[src/rtl/segbus_dma_pkg.sv]
package segbus_dma_pkg;
    typedef enum logic [2:0] {
        ENG_IDLE,
        ENG_READ,
        ENG_SEND,
        ENG_TAKE,
        ENG_REFRESH
    } eng_state_e;
endpackage

[src/rtl/segbus_owner_reg.sv]
module segbus_owner_reg #(
    parameter int NBANK = 4
) (
    input  logic             clk,
    input  logic             rst_n,
    input  logic             wr,
    input  logic [NBANK-1:0] wr_mask,
    input  logic             xfer_busy,
    output logic [NBANK-1:0] owner_q
);
    typedef struct packed {
        logic [NBANK-1:0] mask;
    } own_t;

    own_t st_d, st_q;

    always_comb begin
        st_d = st_q;
        if (wr && !xfer_busy) st_d.mask = wr_mask;
    end

    always_ff @(posedge clk) begin
        if (!rst_n) st_q <= '0;
        else        st_q <= st_d;
    end

    assign owner_q = st_q.mask;


    owner_frozen_chk: assert property (@(posedge clk) disable iff (!rst_n)
        $past(xfer_busy) |-> $stable(owner_q));
endmodule

[src/rtl/segbus_cpu_port.sv]
module segbus_cpu_port #(
    parameter int NBANK = 4,
    localparam int BW = (NBANK > 1) ? $clog2(NBANK) : 1
) (
    input  logic             clk,
    input  logic             rst_n,
    input  logic             req,
    input  logic [BW-1:0]    bank,
    input  logic [NBANK-1:0] owner,
    output logic             grant,
    output logic             ack,
    output logic             err,
    output logic [BW-1:0]    resp_bank
);
    typedef struct packed {
        logic          ack;
        logic          err;
        logic [BW-1:0] rbank;
    } rsp_t;

    rsp_t st_d, st_q;

    always_comb begin
        st_d       = st_q;
        grant      = req && !owner[bank];
        st_d.ack   = grant;
        st_d.err   = req && owner[bank];
        if (grant) st_d.rbank = bank;
    end

    always_ff @(posedge clk) begin
        if (!rst_n) st_q <= '0;
        else        st_q <= st_d;
    end

    assign ack       = st_q.ack;
    assign err       = st_q.err;
    assign resp_bank = st_q.rbank;


    ack_err_excl_chk: assert property (@(posedge clk) disable iff (!rst_n)
        !(ack && err));

    refuse_owned_chk: assert property (@(posedge clk) disable iff (!rst_n)
        (req && owner[bank]) |=> (err && !ack));
endmodule

[src/rtl/segbus_engine.sv]
module segbus_engine
    import segbus_dma_pkg::*;
#(
    parameter int NBANK     = 4,
    parameter int AW        = 8,
    parameter int DW        = 16,
    parameter int LW        = 9,
    parameter int REF_EVERY = 4,
    localparam int BW  = (NBANK > 1) ? $clog2(NBANK) : 1,
    localparam int RCW = $clog2(REF_EVERY + 1)
) (
    input  logic             clk,
    input  logic             rst_n,
    input  logic             start,
    input  logic [BW-1:0]    start_bank,
    input  logic [AW-1:0]    start_addr,
    input  logic [LW-1:0]    start_len,
    input  logic             start_dir,
    input  logic [NBANK-1:0] owner,
    input  logic             in_valid,
    input  logic [DW-1:0]    in_data,
    output logic             in_ready,
    output logic             out_valid,
    output logic [DW-1:0]    out_data,
    input  logic             out_ready,
    input  logic [DW-1:0]    mem_rdata,
    output logic             mem_en,
    output logic             mem_we,
    output logic [AW-1:0]    mem_addr,
    output logic [DW-1:0]    mem_wdata,
    output logic             mem_ref,
    output logic [BW-1:0]    cur_bank,
    output logic             busy,
    output logic             done,
    output logic [LW-1:0]    count
);
    typedef struct packed {
        eng_state_e     st;
        logic [BW-1:0]  bank;
        logic           dir;
        logic [AW-1:0]  addr;
        logic [LW-1:0]  rem;
        logic [LW-1:0]  len;
        logic [LW-1:0]  cnt;
        logic [RCW-1:0] rc;
        logic           done;
    } eng_t;

    eng_t st_d, st_q;
    logic word_moved;

    always_comb begin
        st_d       = st_q;
        word_moved = 1'b0;
        in_ready   = 1'b0;
        out_valid  = 1'b0;
        mem_en     = 1'b0;
        mem_we     = 1'b0;
        mem_ref    = 1'b0;
        mem_addr   = st_q.addr;
        mem_wdata  = in_data;
        out_data   = mem_rdata;

        case (st_q.st)
            ENG_IDLE: begin
                if (start && (start_len != '0) && owner[start_bank]) begin
                    st_d.bank = start_bank;
                    st_d.dir  = start_dir;
                    st_d.addr = start_addr;
                    st_d.rem  = start_len;
                    st_d.len  = start_len;
                    st_d.cnt  = '0;
                    st_d.rc   = '0;
                    st_d.done = 1'b0;
                    st_d.st   = start_dir ? ENG_READ : ENG_TAKE;
                end
            end
            ENG_READ: begin
                mem_en  = 1'b1;
                st_d.st = ENG_SEND;
            end
            ENG_SEND: begin
                out_valid  = 1'b1;
                word_moved = out_ready;
            end
            ENG_TAKE: begin
                in_ready = 1'b1;
                if (in_valid) begin
                    mem_en     = 1'b1;
                    mem_we     = 1'b1;
                    word_moved = 1'b1;
                end
            end
            ENG_REFRESH: begin
                mem_ref = 1'b1;
                if (st_q.rem == '0) begin
                    st_d.st   = ENG_IDLE;
                    st_d.done = 1'b1;
                end else begin
                    st_d.st = st_q.dir ? ENG_READ : ENG_TAKE;
                end
            end
            default: st_d.st = ENG_IDLE;
        endcase

        if (word_moved) begin
            st_d.cnt  = st_q.cnt + LW'(1);
            st_d.addr = st_q.addr + AW'(1);
            st_d.rem  = st_q.rem - LW'(1);
            if (st_q.rc == RCW'(REF_EVERY - 1)) begin
                st_d.rc = '0;
                st_d.st = ENG_REFRESH;
            end else begin
                st_d.rc = st_q.rc + RCW'(1);
                if (st_q.rem == LW'(1)) begin
                    st_d.st   = ENG_IDLE;
                    st_d.done = 1'b1;
                end else begin
                    st_d.st = st_q.dir ? ENG_READ : ENG_TAKE;
                end
            end
        end
    end

    always_ff @(posedge clk) begin
        if (!rst_n) st_q <= '{st: ENG_IDLE, default: '0};
        else        st_q <= st_d;
    end

    assign cur_bank = st_q.bank;
    assign busy     = (st_q.st != ENG_IDLE);
    assign done     = st_q.done;
    assign count    = st_q.cnt;


    done_count_chk: assert property (@(posedge clk) disable iff (!rst_n)
        $rose(done) |-> (count == st_q.len));

    count_bound_chk: assert property (@(posedge clk) disable iff (!rst_n)
        busy |-> (count <= st_q.len));

    refresh_quiet_chk: assert property (@(posedge clk) disable iff (!rst_n)
        mem_ref |-> !mem_en);

    start_owned_chk: assert property (@(posedge clk) disable iff (!rst_n)
        $rose(busy) |-> owner[cur_bank]);
endmodule

[src/rtl/segbus_dma.sv]
module segbus_dma #(
    parameter int NBANK     = 4,
    parameter int AW        = 8,
    parameter int DW        = 16,
    parameter int LW        = 9,
    parameter int REF_EVERY = 4,
    localparam int BW = (NBANK > 1) ? $clog2(NBANK) : 1
) (
    input  logic                clk,
    input  logic                rst_n,
    input  logic                cpu_req,
    input  logic                cpu_we,
    input  logic [BW-1:0]       cpu_bank,
    input  logic [AW-1:0]       cpu_addr,
    input  logic [DW-1:0]       cpu_wdata,
    output logic [DW-1:0]       cpu_rdata,
    output logic                cpu_ack,
    output logic                cpu_err,
    input  logic                seg_wr,
    input  logic [NBANK-1:0]    seg_mask,
    input  logic                desc_valid,
    input  logic [BW-1:0]       desc_bank,
    input  logic [AW-1:0]       desc_addr,
    input  logic [LW-1:0]       desc_len,
    input  logic                desc_dir,
    input  logic                io_in_valid,
    input  logic [DW-1:0]       io_in_data,
    output logic                io_in_ready,
    output logic                io_out_valid,
    output logic [DW-1:0]       io_out_data,
    input  logic                io_out_ready,
    output logic [NBANK-1:0]    bank_en,
    output logic [NBANK-1:0]    bank_we,
    output logic [NBANK*AW-1:0] bank_addr,
    output logic [NBANK*DW-1:0] bank_wdata,
    input  logic [NBANK*DW-1:0] bank_rdata,
    output logic [NBANK-1:0]    bank_ref,
    output logic                dma_done,
    output logic [LW-1:0]       dma_count
);
    logic [NBANK-1:0] owner;
    logic             eng_busy;
    logic             cpu_grant;
    logic [BW-1:0]    cpu_rbank;
    logic [BW-1:0]    eng_bank;
    logic             eng_en, eng_we, eng_ref;
    logic [AW-1:0]    eng_addr;
    logic [DW-1:0]    eng_wdata;
    logic [DW-1:0]    eng_rdata;

    segbus_owner_reg #(.NBANK(NBANK)) u_owner (
        .clk(clk), .rst_n(rst_n), .wr(seg_wr), .wr_mask(seg_mask),
        .xfer_busy(eng_busy), .owner_q(owner)
    );

    segbus_cpu_port #(.NBANK(NBANK)) u_cpu (
        .clk(clk), .rst_n(rst_n), .req(cpu_req), .bank(cpu_bank),
        .owner(owner), .grant(cpu_grant), .ack(cpu_ack), .err(cpu_err),
        .resp_bank(cpu_rbank)
    );

    segbus_engine #(
        .NBANK(NBANK), .AW(AW), .DW(DW), .LW(LW), .REF_EVERY(REF_EVERY)
    ) u_eng (
        .clk(clk), .rst_n(rst_n), .start(desc_valid), .start_bank(desc_bank),
        .start_addr(desc_addr), .start_len(desc_len), .start_dir(desc_dir),
        .owner(owner), .in_valid(io_in_valid), .in_data(io_in_data),
        .in_ready(io_in_ready), .out_valid(io_out_valid),
        .out_data(io_out_data), .out_ready(io_out_ready),
        .mem_rdata(eng_rdata), .mem_en(eng_en), .mem_we(eng_we),
        .mem_addr(eng_addr), .mem_wdata(eng_wdata), .mem_ref(eng_ref),
        .cur_bank(eng_bank), .busy(eng_busy), .done(dma_done),
        .count(dma_count)
    );

    assign eng_rdata = bank_rdata[eng_bank*DW +: DW];
    assign cpu_rdata = bank_rdata[cpu_rbank*DW +: DW];

    for (genvar b = 0; b < NBANK; b++) begin : g_seg
        logic eng_sel, cpu_sel;
        assign eng_sel = eng_busy && (eng_bank == BW'(b));
        assign cpu_sel = cpu_grant && (cpu_bank == BW'(b));

        assign bank_en[b]               = eng_sel ? eng_en : cpu_sel;
        assign bank_we[b]               = eng_sel ? eng_we : (cpu_sel && cpu_we);
        assign bank_addr[b*AW +: AW]    = eng_sel ? eng_addr : cpu_addr;
        assign bank_wdata[b*DW +: DW]   = eng_sel ? eng_wdata : cpu_wdata;
        assign bank_ref[b]              = eng_sel && eng_ref;


        single_master_chk: assert property (@(posedge clk) disable iff (!rst_n)
            !(eng_sel && cpu_sel));

        eng_owned_chk: assert property (@(posedge clk) disable iff (!rst_n)
            eng_sel |-> owner[b]);
    end
endmodule

[config.mk]
export PLATFORM = sky130hd
export DESIGN_NAME = segbus_dma
export DESIGN_NICKNAME = d
export VERILOG_FILES = /design/src/rtl/segbus_dma_pkg.sv /design/src/rtl/segbus_owner_reg.sv /design/src/rtl/segbus_cpu_port.sv /design/src/rtl/segbus_engine.sv /design/src/rtl/segbus_dma.sv
export SDC_FILE = /design/constraint.sdc
export NUM_CORES = 1
export LEC_CHECK = 0
export BUFFER_PORTS_ARGS = -buffer_cell sky130_fd_sc_hd__clkbuf_2
export CAP_MARGIN = 20
export CELL_PAD_IN_SITES_DETAIL_PLACEMENT = 0
export CELL_PAD_IN_SITES_GLOBAL_PLACEMENT = 1
export CORE_ASPECT_RATIO = 1.2
export CORE_MARGIN = 2
export CORE_UTILIZATION = 32
export CTS_CLUSTER_DIAMETER = 60
export DETAILED_ROUTE_END_ITERATION = 7
export HOLD_SLACK_MARGIN = 0.12
export PLACE_DENSITY = 0.95
export SETUP_SLACK_MARGIN = 0.2
export SLEW_MARGIN = 10
export SYNTH_ARGS = -nofsm -noshare
export SYNTH_HDL_FRONTEND = slang
export SYNTH_SLANG_ARGS = --single-unit
[constraint.sdc]
create_clock -name clk -period 3.7 [get_ports clk]
set_input_delay 0.185 -clock clk [delete_from_list [all_inputs] [get_ports clk]]
set_output_delay 0.185 -clock clk [all_outputs]
set_load 0.02 [all_outputs]
Word-level counts from Yosys, hierarchy flattened
Cells that the tools add are included.
{"block": "op_classes", "addsub": 4, "magnitude_cmp": 2, "n_eq_ne": 14, "shift": 2, "mux": 43, "n_reduce_logical": 35}
{"op": "$shiftx A64 B7 Y16", "count": 2}
{"op": "$mux W16", "count": 4}
{"op": "$mux W45", "count": 1}
{"op": "$mux W38", "count": 1}
{"op": "$mux W8", "count": 4}
{"op": "$logic_and A1 B1 Y1", "count": 21}
{"op": "$mux W1", "count": 18}
{"op": "$mux W17", "count": 1}
{"op": "$mux W3", "count": 5}
{"op": "$mux W13", "count": 1}
{"op": "$pmux W3 S4", "count": 1}
{"op": "$add A9 B1 Y9 const B", "count": 1}
{"op": "$eq A3 B2 Y1 const B", "count": 3}
{"op": "$eq A9 B1 Y1 const B", "count": 1}
{"op": "$logic_not A9 Y1", "count": 1}
{"op": "$reduce_bool A9 Y1", "count": 1}
{"op": "$sub A9 B1 Y9 const B", "count": 1}
{"op": "$add A8 B1 Y8 const B", "count": 1}
{"op": "$eq A2 B2 Y1 const B", "count": 4}
{"op": "$lt A2 B3 Y1 const B", "count": 2}
{"op": "$pmux W1 S2", "count": 3}
{"op": "$reduce_and A2 Y1", "count": 3}
{"op": "$bmux W1 S2", "count": 2}
{"op": "$eq A2 B1 Y1 const B", "count": 2}
{"op": "12 further kinds", "count": 16}
{"block": "totals", "regBits": 53, "in_bits": 138, "word_cells": 113}

Longest topological paths before layout
{"block": "depth", "depth_word": 8, "depth_mapped": 7, "mapped_depth_nobuf": 6}

Modules after synthesis
From an unflattened synthesis, not the netlist that was laid out.
{"block": "unflattened", "cells_unflattened": 508, "hier_area_um2": 5182.5}
{"mod": "segbus_dma", "n_inst": 1, "cells_each": 173, "area_per_inst_um2": 2477.4, "seq_area_each_um2": 0.0}
{"mod": "segbus_engine", "n_inst": 1, "cells_each": 297, "area_per_inst_um2": 2353.5, "seq_area_each_um2": 720.7}
{"mod": "segbus_cpu_port", "n_inst": 1, "cells_each": 19, "area_per_inst_um2": 185.2, "seq_area_each_um2": 80.1}
{"mod": "segbus_owner_reg", "n_inst": 1, "cells_each": 19, "area_per_inst_um2": 166.4, "seq_area_each_um2": 80.1}

Worst setup path before layout
OpenSTA, ideal clock, no wires.
{"block": "synth_timing", "path_kind": "register -> output", "startpoint": "register u_eng.st_q[42] (netlist bit)", "endpoint": "output port bank_we[3]", "arrival_time_ns": 1.670, "t_required_ns": 3.515, "path_slack_ns": 1.845, "stages_incl_launch_ff": 7, "path_buffers": 2, "path_cell_list": "dfxtp_1 > buf_2 > or3_1 > nand3_2 > buf_2 > nand3_1 > o22ai_1"}
{"block": "synth_between", "elab_chain_cells": 3, "word_cells_on_any_way": 5, "cone_classes": "eq/ne: 1; mux: 2; reduce/logical: 2"}
{"element": "from (decl)", "line_no": "segbus_engine.sv:49", "rtl": "eng_t st_d, st_q;"}
{"element": "from (signal assigned)", "line_no": "segbus_engine.sv:127", "rtl": "else st_q <= st_d;"}
{"element": "$eq A3 B2 Y1 / $reduce_bool A3 Y1 (equally long branches)", "line_no": "segbus_engine.sv:64, segbus_engine.sv:131"}
{"element": "$mux W1 / $logic_and A1 B1 Y1 (equally long branches)", "line_no": "segbus_engine.sv:64, segbus_dma.sv:81"}
{"element": "$mux W1 (*)", "line_no": "segbus_dma.sv:85", "rtl": "assign bank_we[b] = eng_sel ? eng_we : (cpu_sel && cpu_we);"}
{"element": "to (decl)", "line_no": "segbus_dma.sv:33", "rtl": "output logic [NBANK-1:0] bank_we,"}
Mark *: on every way between the ends. The rest lies on a longest branch, timed or not.

Worst setup path in the final report
{"block": "layout_timing", "startpoint": "register u_eng.st_q[42] (netlist bit)", "endpoint": "output port bank_wdata[55]"}
{"block": "layout_between", "elab_chain_cells": 3}
{"element": "$reduce_bool A3 Y1", "line_no": "segbus_engine.sv:131", "rtl": "assign busy = (st_q.st != ENG_IDLE);"}
{"element": "$logic_and A1 B1 Y1", "line_no": "segbus_dma.sv:81", "rtl": "assign eng_sel = eng_busy && (eng_bank == BW'(b));"}
{"element": "$mux W16", "line_no": "segbus_dma.sv:87", "rtl": "assign bank_wdata[b*DW +: DW] = eng_sel ? eng_wdata : cpu_wdata;"}
{"element": "to (decl)", "line_no": "segbus_dma.sv:35", "rtl": "output logic [NBANK*DW-1:0] bank_wdata,"}
No other way between the ends.

==> implementation parameters <==
Parameter                              Value

Floorplan
  Total core area    13200 um^2
  I/O pin total    292
  Count of standard-cell rows    46
  Effective utilization at floorplan    32.7%
  Die W    110 um
  Area enclosed by the die boundary    14500 um^2
  Vertical extent of the die    131 um

Critical path
  Crit path largest cell delay    0.60 ns
  Crit path cell chain    or3_1 > nand3_2 > mux2_2 > clkbuf_2
  Critical path fanouts, max    28
  Buffers & Inverters on Critical Path    1
  Critical path endpoint category    output pin
  Worst Setup SP    u_eng.st_q[42]
  Slowest cell on the critical path    nand3_2
  Critical path startpoint category    flop
  Arrival time reported for the critical path endpoint    2.35 ns
  Source of the worst register-to-register timing path    u_owner.owner_q[1]
  Worst path top cell family by delay    simple AND/OR/NAND/NOR gates
  Critical path type    flop to output pin
  Crit path required time    3.51 ns

Yosys
  Fraction of the yosys area taken by sequential cells    20.4%
  Area of the mapped netlist    4320 um^2
  Simple-gate share of the synthesized area    24.4%
  Dominant register cell in the synthesized netlist    dfxtp_1
  Flops & latches, synth    44
  Number of nets in the synthesized netlist    651
  Synthesized-area fraction occupied by ao, oa, aoi and oai cells    10.4%
  Post-Synthesis Cells    507
  Number of warnings printed during yosys synthesis    0
  Share of cell area taken by muxes after synthesis    37.1%
  Cell type with the highest aggregate area in the netlist    dfxtp_1
  Async S/R FF share, synth    0%
  XOR/XNOR Fraction of Synth Area    0.203%
  Number of unique standard cell types used by synthesis    50
  Post-synth EDFFs    0
  Post-Syn Area per Cell    8.53 um^2
  Most common cell in the synthesized netlist    nand2_1
  Synth Area in Adders    1.74%
  Synth top cells by count    nand2_1 (106), mux2_2 (73), dfxtp_1 (44)
  Combinational family with the most area after synthesis    multiplexers
  Post-synth top area share    20.4%
  Area contributors post-synth    dfxtp_1 (20%), mux2_2 (19%), mux4_2 (17%)

Global route
  Overall global routing resource usage    23.0%
  Antenna violations before repair    4
  Via count of the first global-routing pass    4636
  Wire length of the first global-routing pass    25.7 mm
  Remaining global-route overflow    0
  Pin count of the biggest net entering global routing    34

Place
  Area of placed instances    5820 um^2
  Port Buffers    291
  Detailed placement HPWL    14.3 mm
  Final GP Congestion    0.872

Clock network
  Count of hold buffers inserted by post-cts repair    0
  Post-CTS setup repair buffer count    0
  H-tree Lvls    2
  CTS Buf Count    5
  Master cell of the clock root buffer    clkbuf_16
  Largest buffer count on any clock path    2
  Clk sinks    44
  Clock tree from TritonCTS    yes
  Clock latency on the worst-skew pair    0.28 ns
  CTS resizes    0
  Clock slew seen by the registers of the worst setup and hold paths    0.06 ns

Finish
  Share of final-layout standard cells stronger than drive strength 1    55.3%
  Post-route core utilization    45.3%
  Cell area after layout    5990 um^2
  Final layout net count    914
  Fillcell total    1343
  Area growth from synthesis to layout    38.5%

Pwr
  Proportion of power drawn by flip-flops and latches    31.1%
  Part of the total power dissipated in the clock network    24.6%
  Internal power    1070 uW
  Switching power summed over all nets    668 uW
  Largest voltage drop on the vdd net    0.190 mV
  Leak pwr    0.00282 uW
  Fraction of power spent switching nets    38.5%
  Comb pwr share    44.3%
  Power per Cell Area    290 nW/um^2

Worst hold path
  Hold path startpoint    seg_mask[3]
  Hold Path Class    primary input to flop

STA
  Fin Clk Skew    0.00412 ns
  Final-layout setup total negative slack    0 ns
  Period Utilization, post-route    68.6%
  Unrepaired setup endpoints after global routing    false
  Achievable Freq    394 MHz
  Hold violation count in the final report    0
  Slew at the pin with the worst max-slew slack    0.971 ns
  Number of endpoints failing setup at the final stage    0
  Post-route minimum period    2.54 ns
  Max-slew violation total from the final report    0
  Worst rel slew slack    35.2%

Route
  Count of vias placed by the detailed router    4989
  DRC violation count after routing    0
  DRT iter0 DRCs    385
  Detailed Routing Iterations Pass 1    5
  Number of vias per cell    5.30
  Routed wirelength normalized by instance count    19.0 um
  Routed WL    17.9 mm
  Post-route ant nets    0

Flow run
  Max-cap violations    0

Run status
  Outcome    finished, final reports clean
area by class of cell:
type	instances	area, um^2	area share, %
sequential	44	881	14.7
multi-input combinational	415	3200	53.3
tap	168	210	3.51
clock inverter	1	5.00	0.0835
timing repair buffer	301	1550	25.9
antenna	3	7.51	0.125
inverter	3	11.3	0.188
clock buffer	6	129	2.15
cell families (layout without fill, tap and decap cells):
| family | after synthesis | after routing |
|---|---|---|
| xor+xnor | 1 | 1 |
| fa+ha+maj | 6 | 6 |
| other cells | 0 | 3 |
| compound gates | 74 | 74 |
| simple gates | 224 | 224 |
| mux | 110 | 110 |
| buf+inv | 48 | 311 |
| flops | 44 | 44 |
registers in the layout, summed over array words and instances, names as in the netlist:
register,flops
u_eng.st_q,16
u_eng.count,9
u_eng.mem_addr,8
u_owner.owner_q,4
u_cpu.resp_bank,2
u_eng.cur_bank,2
u_cpu.ack,1
u_cpu.err,1
u_eng.done,1
power by group through the flow:
stage          Sequential (uW)  Clock (uW)  Combinational [uW]
3_3_place_gp               548           0                 752
6_report                   539         427                 769
2_1_floorplan              530           0                 491
3_5_place_dp               549           0                 760
4_1_cts                    538         429                 764
5_1_grt                    543         452                 824
metal layers:
metal | track usage [%] | up-vias | routed length (um) | share of wire (%)
li1 | - | 2403 | - | -
met3 | 5.85 | 22 | 1500 | 8.4
met1 | 27.9 | 2351 | 7310 | 41
met5 | 0 | - | 14 | 0.078
met4 | 5.00 | 2 | 332 | 1.9
met2 | 40.1 | 211 | 8690 | 49
worst paths after layout:
check                  endpoint  slack [ns]  cells after the start
max reg2reg   u_eng.mem_addr[3]        1.50                      5
max              bank_wdata[55]        1.16                      4
min          u_owner.owner_q[3]        0.13                      3
min reg2reg       u_eng.st_q[3]        0.45                      2
placed cells by master, fill, tap and decap left out, types with 10 or more instances in the layout:
cell type	synthesis	final
nand2b_1	10	10
nor3_1	14	14
a21oi_1	31	31
nor2_1	33	32
mux4_2	33	33
mux2_2	73	73
o21ai_0	14	14
dfxtp_1	44	44
nand2_1	106	106
clkbuf_2	0	291
nand3_1	22	22
worst reg2reg max path, cell delays in order (launching register included):
cell	delay (ns)
dfxtp_1	0.35
mux2i_1	0.09
o22ai_1	0.39
nand3_1	0.69
o221ai_1	0.43
a21oi_1	0.08
metrics by stage:
stage                     std cells  setup WS, ns  hold slack [ns]  total power [uW]
final                           941          1.16            0.134              1730
after detailed placement        930          1.45            0.437              1310
after floorplan                 507          1.84            0.318              1020
after CTS                       937          1.14            0.137              1730
after global routing            938         0.951            0.144              1820
after global placement          930          1.47            0.431              1300
Power figures use the tool's default switching activity.
